==> config.mk <==
export PLATFORM = sky130hd
export DESIGN_NAME = pt_walker
export DESIGN_NICKNAME = d
export VERILOG_FILES = /design/src/rtl/ptw_pkg.sv /design/src/rtl/ptw_range_check.sv /design/src/rtl/ptw_index_sel.sv /design/src/rtl/ptw_desc_decode.sv /design/src/rtl/pt_walker.sv
export SDC_FILE = /design/constraint.sdc
export NUM_CORES = 1
export LEC_CHECK = 0
export BUFFER_PORTS_ARGS = -buffer_cell sky130_fd_sc_hd__clkbuf_2
export CAP_MARGIN = 20
export CORE_ASPECT_RATIO = 1.1
export CORE_MARGIN = 1
export CORE_UTILIZATION = 51
export DETAILED_ROUTE_END_ITERATION = 8
export GPL_ROUTABILITY_DRIVEN = 0
export HOLD_SLACK_MARGIN = 0.1
export PLACE_DENSITY = 0.8
export SLEW_MARGIN = 30
export SYNTH_ARGS = -nofsm -noshare
export SYNTH_HDL_FRONTEND = slang
export SYNTH_SLANG_ARGS = --single-unit
export TNS_END_PERCENT = 100
==> constraint.sdc <==
create_clock -name clk -period 5.43 [get_ports clk]
set_clock_uncertainty 0.2 [all_clocks]
set_input_delay 0.543 -clock clk [delete_from_list [all_inputs] [get_ports clk]]
set_output_delay 0.543 -clock clk [all_outputs]
set_load 0.03 [all_outputs]
==> src/rtl/ptw_pkg.sv <==
`timescale 1ns/1ps
package ptw_pkg;
    typedef enum logic [1:0] {
        FLT_NONE  = 2'd0,
        FLT_ASIZE = 2'd1,
        FLT_XLAT  = 2'd2,
        FLT_AF    = 2'd3
    } flt_e;

    typedef enum logic [1:0] {
        DK_BAD   = 2'd0,
        DK_TABLE = 2'd1,
        DK_LEAF  = 2'd2
    } dkind_e;

    typedef enum logic {
        S_IDLE = 1'b0,
        S_WAIT = 1'b1
    } wst_e;
endpackage

==> src/rtl/ptw_range_check.sv <==
`timescale 1ns/1ps
module ptw_range_check #(
    parameter int VA_W = 64,
    parameter int SZ_W = 6
) (
    input  logic [VA_W-1:0] va,
    input  logic [SZ_W-1:0] tsz_lo,
    input  logic [SZ_W-1:0] tsz_hi,
    output logic            in_range,
    output logic            use_hi
);
    localparam int SH_W = SZ_W + 1;

    logic [SH_W-1:0] sh_lo, sh_hi;
    logic [7:0]      top;
    logic            lo_fit, hi_fit;

    always_comb begin
        top    = va[VA_W-1 -: 8];
        sh_lo  = SH_W'(VA_W) - {1'b0, tsz_lo};
        sh_hi  = SH_W'(VA_W) - {1'b0, tsz_hi};
        lo_fit = (top == 8'h00) && ((va >> sh_lo) == '0);
        hi_fit = (top == 8'hFF) && (((~va) >> sh_hi) == '0);
        in_range = lo_fit || hi_fit;
        use_hi   = (top == 8'hFF);
    end
endmodule

==> src/rtl/ptw_index_sel.sv <==
`timescale 1ns/1ps
module ptw_index_sel #(
    parameter int VA_W  = 64,
    parameter int PA_W  = 48,
    parameter int LVL   = 4,
    parameter int IDX_W = 9,
    parameter int PG_SH = 12,
    parameter int LVL_W = 2
) (
    input  logic [VA_W-1:0]  va,
    input  logic [LVL_W-1:0] lvl,
    input  logic [PA_W-1:0]  base,
    output logic [PA_W-1:0]  rd_addr
);
    localparam int DESC_SH = 3;

    logic [IDX_W-1:0] idx_of [LVL];
    logic [IDX_W-1:0] idx;

    for (genvar l = 0; l < LVL; l++) begin : g_idx
        localparam int LO = PG_SH + IDX_W * (LVL - 1 - l);
        assign idx_of[l] = va[LO +: IDX_W];
    end

    always_comb begin
        idx = '0;
        for (int l = 0; l < LVL; l++) begin
            if (lvl == LVL_W'(l)) idx = idx_of[l];
        end
        rd_addr = base + PA_W'({idx, {DESC_SH{1'b0}}});
    end
endmodule

==> src/rtl/ptw_desc_decode.sv <==
`timescale 1ns/1ps
module ptw_desc_decode
    import ptw_pkg::*;
#(
    parameter int VA_W  = 64,
    parameter int PA_W  = 48,
    parameter int LVL   = 4,
    parameter int IDX_W = 9,
    parameter int PG_SH = 12,
    parameter int LVL_W = 2,
    parameter int AF_BIT = 10
) (
    input  logic [63:0]      d,
    input  logic [LVL_W-1:0] lvl,
    input  logic [VA_W-1:0]  va,
    output dkind_e           kind,
    output logic             af_set,
    output logic [PA_W-1:0]  leaf_pa,
    output logic [PA_W-1:0]  next_base
);
    logic [PA_W-1:0] keep_mask [LVL];
    logic [PA_W-1:0] mask;
    logic            last_lvl, blk_lvl;

    for (genvar l = 0; l < LVL; l++) begin : g_mask
        localparam int OFF = PG_SH + IDX_W * (LVL - 1 - l);
        assign keep_mask[l] = (PA_W'(1) << OFF) - PA_W'(1);
    end

    always_comb begin
        last_lvl = (lvl == LVL_W'(LVL - 1));
        blk_lvl  = (lvl != '0) && !last_lvl;
        if (!d[0])       kind = DK_BAD;
        else if (d[1])   kind = last_lvl ? DK_LEAF : DK_TABLE;
        else             kind = blk_lvl ? DK_LEAF : DK_BAD;

        mask = '0;
        for (int l = 0; l < LVL; l++) begin
            if (lvl == LVL_W'(l)) mask = keep_mask[l];
        end
        af_set    = d[AF_BIT];
        leaf_pa   = (d[PA_W-1:0] & ~mask) | (va[PA_W-1:0] & mask);
        next_base = {d[PA_W-1:PG_SH], {PG_SH{1'b0}}};
    end
endmodule

==> src/rtl/pt_walker.sv <==
`timescale 1ns/1ps
module pt_walker
    import ptw_pkg::*;
#(
    parameter int VA_W  = 64,
    parameter int PA_W  = 48,
    parameter int LVL   = 4,
    parameter int IDX_W = 9,
    parameter int PG_SH = 12,
    parameter int SZ_W  = 6
) (
    input  logic            clk,
    input  logic            rst_n,
    input  logic            start,
    input  logic [63:0]     va,
    input  logic [5:0]      tsz_lo,
    input  logic [5:0]      tsz_hi,
    input  logic [47:0]     base_lo,
    input  logic [47:0]     base_hi,
    output logic            busy,
    output logic            mem_req,
    output logic [47:0]     mem_addr,
    input  logic            mem_rsp_valid,
    input  logic [63:0]     mem_rsp_data,
    output logic            done,
    output logic            ok,
    output logic [47:0]     pa,
    output logic [63:0]     desc,
    output logic [1:0]      fault,
    output logic [1:0]      fault_lvl
);
    localparam int LVL_W = $clog2(LVL);

    typedef struct packed {
        wst_e             st;
        logic [LVL_W-1:0] lvl;
        logic [VA_W-1:0]  va;
        logic             req;
        logic [PA_W-1:0]  addr;
        logic             done;
        logic             ok;
        flt_e             flt;
        logic [LVL_W-1:0] flt_lvl;
        logic [PA_W-1:0]  pa;
        logic [63:0]      desc;
    } walk_s;

    walk_s r_d, r_q;

    logic             in_range, use_hi;
    dkind_e           kind;
    logic             af_set;
    logic [PA_W-1:0]  leaf_pa, next_base;
    logic [PA_W-1:0]  sel_base, rd_addr;
    logic [LVL_W-1:0] sel_lvl;
    logic [VA_W-1:0]  sel_va;

    ptw_range_check #(.VA_W(VA_W), .SZ_W(SZ_W)) u_range (
        .va(va), .tsz_lo(tsz_lo), .tsz_hi(tsz_hi),
        .in_range(in_range), .use_hi(use_hi)
    );

    ptw_desc_decode #(
        .VA_W(VA_W), .PA_W(PA_W), .LVL(LVL), .IDX_W(IDX_W),
        .PG_SH(PG_SH), .LVL_W(LVL_W), .AF_BIT(10)
    ) u_dec (
        .d(mem_rsp_data), .lvl(r_q.lvl), .va(r_q.va),
        .kind(kind), .af_set(af_set), .leaf_pa(leaf_pa), .next_base(next_base)
    );

    ptw_index_sel #(
        .VA_W(VA_W), .PA_W(PA_W), .LVL(LVL), .IDX_W(IDX_W),
        .PG_SH(PG_SH), .LVL_W(LVL_W)
    ) u_idx (
        .va(sel_va), .lvl(sel_lvl), .base(sel_base), .rd_addr(rd_addr)
    );

    // Address source: range base on entry, previous descriptor mid-walk.
    always_comb begin
        if (r_q.st == S_IDLE) begin
            sel_va   = va;
            sel_lvl  = '0;
            sel_base = use_hi ? base_hi : base_lo;
        end else begin
            sel_va   = r_q.va;
            sel_lvl  = r_q.lvl + LVL_W'(1);
            sel_base = next_base;
        end
    end

    always_comb begin
        r_d      = r_q;
        r_d.req  = 1'b0;
        r_d.done = 1'b0;
        case (r_q.st)
            S_IDLE: begin
                if (start) begin
                    if (!in_range) begin
                        r_d.done    = 1'b1;
                        r_d.ok      = 1'b0;
                        r_d.flt     = FLT_ASIZE;
                        r_d.flt_lvl = '0;
                        r_d.pa      = '0;
                        r_d.desc    = '0;
                    end else begin
                        r_d.st   = S_WAIT;
                        r_d.lvl  = '0;
                        r_d.va   = va;
                        r_d.req  = 1'b1;
                        r_d.addr = rd_addr;
                    end
                end
            end
            S_WAIT: begin
                if (mem_rsp_valid) begin
                    if (kind == DK_TABLE) begin
                        r_d.lvl  = sel_lvl;
                        r_d.req  = 1'b1;
                        r_d.addr = rd_addr;
                    end else begin
                        r_d.st      = S_IDLE;
                        r_d.done    = 1'b1;
                        r_d.desc    = mem_rsp_data;
                        r_d.flt_lvl = r_q.lvl;
                        if (kind == DK_BAD) begin
                            r_d.ok  = 1'b0;
                            r_d.flt = FLT_XLAT;
                            r_d.pa  = '0;
                        end else if (!af_set) begin
                            r_d.ok  = 1'b0;
                            r_d.flt = FLT_AF;
                            r_d.pa  = '0;
                        end else begin
                            r_d.ok  = 1'b1;
                            r_d.flt = FLT_NONE;
                            r_d.pa  = leaf_pa;
                        end
                    end
                end
            end
            default: r_d.st = S_IDLE;
        endcase
    end

    always_ff @(posedge clk or negedge rst_n) begin
        if (!rst_n) begin
            r_q <= '{st: S_IDLE, flt: FLT_NONE, default: '0};
        end else begin
            r_q <= r_d;
        end
    end

    assign busy      = (r_q.st == S_WAIT);
    assign mem_req   = r_q.req;
    assign mem_addr  = r_q.addr;
    assign done      = r_q.done;
    assign ok        = r_q.ok;
    assign pa        = r_q.pa;
    assign desc      = r_q.desc;
    assign fault     = r_q.flt;
    assign fault_lvl = r_q.flt_lvl;

    a_r10_done_pulse: assert property (@(posedge clk) disable iff (!rst_n)
        done |=> !done);
    a_r9_req_pulse: assert property (@(posedge clk) disable iff (!rst_n)
        mem_req |=> !mem_req);
    a_r9_req_in_walk: assert property (@(posedge clk) disable iff (!rst_n)
        mem_req |-> busy);
    a_r1_asize_no_read: assert property (@(posedge clk) disable iff (!rst_n)
        (done && fault == FLT_ASIZE) |-> (fault_lvl == '0 && !$past(mem_req) && desc == '0));
    a_r7_af_clear: assert property (@(posedge clk) disable iff (!rst_n)
        (done && fault == FLT_AF) |-> (!desc[10] && desc[0]));
    a_r10_ok_clean: assert property (@(posedge clk) disable iff (!rst_n)
        (done && ok) |-> (fault == FLT_NONE && desc[0] && desc[10]));
    a_r11_va_held: assert property (@(posedge clk) disable iff (!rst_n)
        (busy && start) |=> $stable(r_q.va));
endmodule

# Yosys cells after proc, flatten, opt, wreduce, memory -nomap -nowiden
# Index checks and enable logic that the tools add are counted.
[word_totals]
latch_bits = 0
mem_bits_rw = 0
ff_bits = 234
mem_count = 0
romBits = 0
word_cells = 83
[classes]
n_reduce_logical = 15
mux = 31
n_addsub = 4
div = 0
mul = 0
eq_ne = 14
shifts = 2
magnitude_cmp = 0
bitwise = 6
[ops]
columns = ["cell", "count"]
rows = [
  ["$pmux 167 s2", 1],
  ["$mux 48", 5],
  ["$mux 118", 2],
  ["$mux 234", 1],
  ["$mux 167", 1],
  ["$mux 39", 4],
  ["$logic_not 64->1", 2],
  ["$shr 64x7->64", 2],
  ["$mux 116", 1],
  ["$not 64->64", 1],
  ["$mux 49", 1],
  ["$add 48x12->48", 1],
  ["$and 48x39->48", 1],
  ["$and 48x48->48", 1],
  ["$not 39->48", 1],
  ["$or 48x48->48", 1],
  ["$mux 9", 4],
  ["$sub 7x6->7 const A", 2],
  ["$mux 2", 6],
  ["$ne 2x2->1 const B", 5],
  ["$mux 3", 3],
  ["$eq 2x2->1 const B", 4],
  ["$eq 8x8->1 const B", 1],
  ["$logic_not 8->1", 1],
  ["13 further kinds", 20],
]

# Logic depth before layout (Yosys ltp)
[logic_depth]
ltp_word = 13
ltp_mapped = 22
depth_no_buf = 17

# By module
# Synthesis repeated with hierarchy kept, for this count alone.
[unflattened]
cells_unflattened = 1937
hier_area_um2 = 19244.7
[modules_own_cells]
columns = ["module", "cells_per_inst", "area_each_um2", "n_inst"]
rows = [
  ["pt_walker", 922, 11452.2, 1],
  ["ptw_range_check", 723, 5418.9, 1],
  ["ptw_index_sel", 180, 1460.2, 1],
  ["ptw_desc_decode", 112, 913.4, 1],
]

# Least setup slack after synthesis
# OpenSTA, ideal clock, no wires.
[synth_timing]
path_type = "input to register"
startpoint = "input port va[61]"
endpoint = "register r_q, in the netlist mem_addr[41]"
path_slack_ns = -0.083
required_time_ns = 5.105
setup_time_ns = 0.125
arrival_time_ns = 5.188
stages = 20
path_cell_list = "clkbuf_1 nand4_1 nor2_2 clkbuf_1 clkbuf_1 nand2_1 a21oi_1 ha_1 inv_1 fa_1 nor2b_1 o21ai_0 a21boi_0 o21ai_0 a21o_1 a211oi_1 and3_1 nand4_1 xnor2_1 mux2_2"
[synth_between]
elab_chain_len = 7
elab_cells_between_ends = 20
[synth_lines]
columns = ["item", "line_no", "source"]
rows = [
  ["from (decl)", "pt_walker.sv:15", "input logic [63:0] va,"],
  ["$eq 8x8->1 / $not 64->64 (equally long branches)", "ptw_range_check.sv:23, ptw_range_check.sv:25", ""],
  ["$mux 48 / $shr 64x7->64 (equally long branches)", "pt_walker.sv:83, ptw_range_check.sv:23", ""],
  ["$mux 48 / $logic_not 64->1 (equally long branches)", "pt_walker.sv:80, ptw_range_check.sv:23", ""],
  ["$add 48x12->48 / $logic_and 1x1->1 (equally long branches)", "ptw_index_sel.sv:30, ptw_range_check.sv:23", ""],
  ["$mux 49, or another cell as far along", "pt_walker.sv:116", "if (kind == DK_TABLE) begin"],
  ["$mux 167, or another cell as far along", "pt_walker.sv:115", "if (mem_rsp_valid) begin"],
  ["$pmux 167 s2 / $reduce_and 4->1 (equally long branches)", "--", ""],
  ["to (signal assigned)", "pt_walker.sv:149", "r_q <= r_d;"],
  ["to (decl)", "pt_walker.sv:48", "walk_s r_d, r_q;"],
]
# Parallel ways exist; a longest one is shown, timed or not. The select of a mux whose other input is x is not followed.
# A chain may end at the register's enable or synchronous reset.

# Worst setup path after layout
[layout_timing]
startpoint = "register r_q[231] (netlist bit)"
endpoint = "register r_q, in the netlist mem_addr[34]"
[layout_between]
elab_chain_len = 11
elab_cells_between_ends = 27
[layout_lines]
columns = ["item", "line_no", "source"]
rows = [
  ["$add 2x1->2", "pt_walker.sv:86", "sel_lvl = r_q.lvl + LVL_W'(1);"],
  ["$mux 2", "pt_walker.sv:80", "if (r_q.st == S_IDLE) begin"],
  ["$logic_not 2->1", "ptw_index_sel.sv:28", "if (lvl == LVL_W'(l)) idx = idx_of[l];"],
  ["$mux 9 (4 in a row)", "ptw_index_sel.sv:28", ""],
  ["$add 48x12->48", "ptw_index_sel.sv:30", "rd_addr = base + PA_W'({idx, {DESC_SH{1'b0}}});"],
  ["$mux 49 / $mux 116 (equally long branches)", "pt_walker.sv:116, pt_walker.sv:98", ""],
  ["$mux 167 / $mux 234 (equally long branches)", "pt_walker.sv:115, pt_walker.sv:97", ""],
  ["$pmux 167 s2", "pt_walker.sv:95", "case (r_q.st)"],
]
# Parallel ways exist; a longest one is shown, timed or not. The select of a mux whose other input is x is not followed.

==> impl_metrics.ini <==
[sta]
whs_ns = 0.105
final.min_clock_period_ns = 5.11
maxSlewHeadroom_pct = 29.8
maxSlewViolCount = 0
finalCritPeriodShare_pct = 94.1
grt_setup_unrepaired = no
tightest_slew_ns = 1.04
setup-violations-final = 0
setup_tns_ns = 0
timing.fmax_mhz = 196
finalHoldViolations = 0

[critical_path]
startpoint_type = flip-flop
crit_required_ns = 5.65
worstPathCellList = inv_1, ha_1, mux4_2, mux2i_1, inv_1, ha_1, a21o_1, a21oi_1, o21ai_0, a21oi_1, o21a_1, or3_1, nor3_1, nand4_1, xnor2_1, mux2_2
crit_cells = 16
critPathCaptureType = flip-flop
r2r-end = mem_addr[34]
critical_path.max_stage_delay_ns = 0.59
ff2ff_path_depth = 16
crit_end = mem_addr[34]
cpMaxStageDelayCell = dfrtp_1
crit_type = flip-flop to flip-flop
arrival_ns = 5.33
path_max_fanout = 7
cp-startpoint = r_q[231]
path_buf_inv = 2
r2r_start = r_q[231]
r2r_setup_slack_ns = 0.32
critPathTopFamily = simple AND/OR/NAND/NOR gates

[placed_design]
place_inst = 2432
dpl_cell_area_sq_um = 19200
io_buffers = 407
dp_hpwl_um = 48300

[layout]
fill_cells = 2880
fin_cells = 2509
final_area_sq_um = 20400
final_nets = 2312
drive_gt1_share_pct = 35.1
area_growth_pct = 12.9

[detailed_routing]
drt-total-wl_um = 64600
first_iter_violations = 1850
drt-wirelength-per-cell_um = 25.8
viasPerCell = 6.64
drtAntennaViolNets = 0
first_pass_iters = 6
vias = 16654
drc = 0

[cts]
tritoncts = yes
clockBufferDepth = 3
postCtsSetupRepairBufs = 0
cts.sinks = 218
cts_buffers = 23
ctsHtreeMaxLevel = 1
cts_root_buf = clkbuf_16
clk_pin_slew_ns = 0.07
worstSkewPairLatency_ns = 0.54
hold_buffers = 34
post_cts_resized = 0

[synthesis]
synth-async-reset-ratio_pct = 100
yosysTopAreaCellShare_pct = 30.3
ys_ff_latch = 218
synth-warning-count = 0
ys_top_cells_by_count = dfrtp_1 (218), buf_4 (181), mux2i_1 (144)
syn-num-nets = 2111
synth_edf_count = 0
avgSynthCellArea_sq_um = 9.73
ys_seq_area_share_pct = 30.3
yosysMostFrequentCell = dfrtp_1
synth-main-ff-cell = dfrtp_1
yosysTopAreaCell = dfrtp_1
synthTopCellsByArea = dfrtp_1 (30%), mux4_2 (8.2%), mux2_2 (8.2%)
syn_inst = 1853
synthDistinctLibCells = 83
synth.cell_area_sq_um = 18000

[power_and_ir_drop]
power.switching_mw = 1.43
static-leakage-power_nw = 9.33
pwr-share-clk_pct = 35.2
comb_power_share_pct = 27.6
power.total_mw = 4.44
p_sw_share_pct = 32.2
p_int_mw = 3.01
p_seq_share_pct = 37.2
ir_drop_mv = 0.203
p_per_area_nw_per_um2 = 218

[grt]
grt_max_degree = 128
grt_pass1_vias = 16015
overflow = 0
grt_pass1_wl_um = 95500
grt_antenna_before_repair = 6
grtUsageTotal_pct = 34.5

[die]
fp.dieArea_sq_um = 36100
num_io_pins = 408
die_w_um = 181
start_util_pct = 52.3
coreArea_sq_um = 34500
rows = 71
die_h_um = 199

[run]
maxCapViolCount = 0

[min_path]
holdPathStages = 2
min_path_type = input pin to flip-flop

[outcome]
outcome = completed
[cells by family (layout without fill, tap and decap cells)]
kind of cell | Yosys count | in the layout | share of synthesized area [%]
and+or+nand+nor | 429 | 429 | 11.6
adders and majority gates | 18 | 18 | 1.29
muxes | 343 | 343 | 24.6
buffers and inverters | 343 | 560 | 11.6
AOI/OAI and AO/OA | 446 | 446 | 17.9
DFF | 218 | 218 | 30.3
other | 0 | 1 | 0
xor gates and xnor gates | 56 | 56 | 2.72
[routing by layer]
| layer | GRT usage [%] | vias to the layer above | part of all wire [%] |
|---|---|---|---|
| met5 | 0 | - | 0.063 |
| met4 | 21.9 | 6 | 6.7 |
| met3 | 7.36 | 275 | 9.9 |
| met2 | 56.2 | 1191 | 46 |
| met1 | 41.9 | 7987 | 37 |
| li1 | - | 7195 | - |
[registers in the layout, summed over array words and instances, names as in the netlist]
register and cells:
desc 64, pa 48, fault 2, done 1, mem_req 1, r_q 50, busy 1, fault_lvl 2
ok 1, mem_addr 48
[per-stage QoR]
| stage | utilization (%) | setup WS, ns |
|---|---|---|
| 2_1_floorplan | - | 0.00536 |
| 3_3_place_gp | 55.8 | 0.302 |
| 3_5_place_dp | 55.8 | 0.214 |
| 4_1_cts | 58.9 | 0.370 |
| 5_1_grt | 59.0 | 0.0515 |
| 6_report | 59.0 | 0.321 |
[layout make-up]
type	count	area, sq um	area share, %
Antenna cell	1	2.50	0.0123
Clock buffer	29	628	3.09
Clock inverter	12	114	0.559
Inverter	23	86.3	0.424
Multi-Input combinational cell	1292	10600	51.9
Sequential cell	218	5460	26.8
Tap cell	438	548	2.69
Timing Repair Buffer	496	2950	14.5
[power groups by stage]
stage          sequential (mW)  combinational (mW)  clock (mW)
3_3_place_gp              1.68                1.14           0
3_5_place_dp              1.68                1.16           0
2_1_floorplan             1.68               0.779           0
4_1_cts                   1.65                1.19        1.58
5_1_grt                   1.65                1.30        1.65
6_report                  1.65                1.23        1.56
[how the worst min path moves through the flow]
stage / from / endpoint / slack (ns)
3_5_place_dp: ok / ok / 0.27
5_1_grt: mem_rsp_data[37] / desc[37] / 0.11
3_3_place_gp: ok / ok / 0.27
2_1_floorplan: rst_n / busy / 0.05
6_report: mem_rsp_data[37] / desc[37] / 0.10
4_1_cts: mem_rsp_data[35] / desc[35] / 0.10
[cell usage in the layout, fill, tap and decap left out, drive strengths merged, types with 43 or more instances in the layout]
master / n
a22o: 77
clkbuf: 434
buf: 57
nor2: 92
a21oi: 72
nand3: 70
mux4: 66
o2bb2ai: 43
o21ai: 71
mux2i: 144
mux2: 133
nand2: 112
dfrtp: 218
Power figures use the tool's default switching activity.
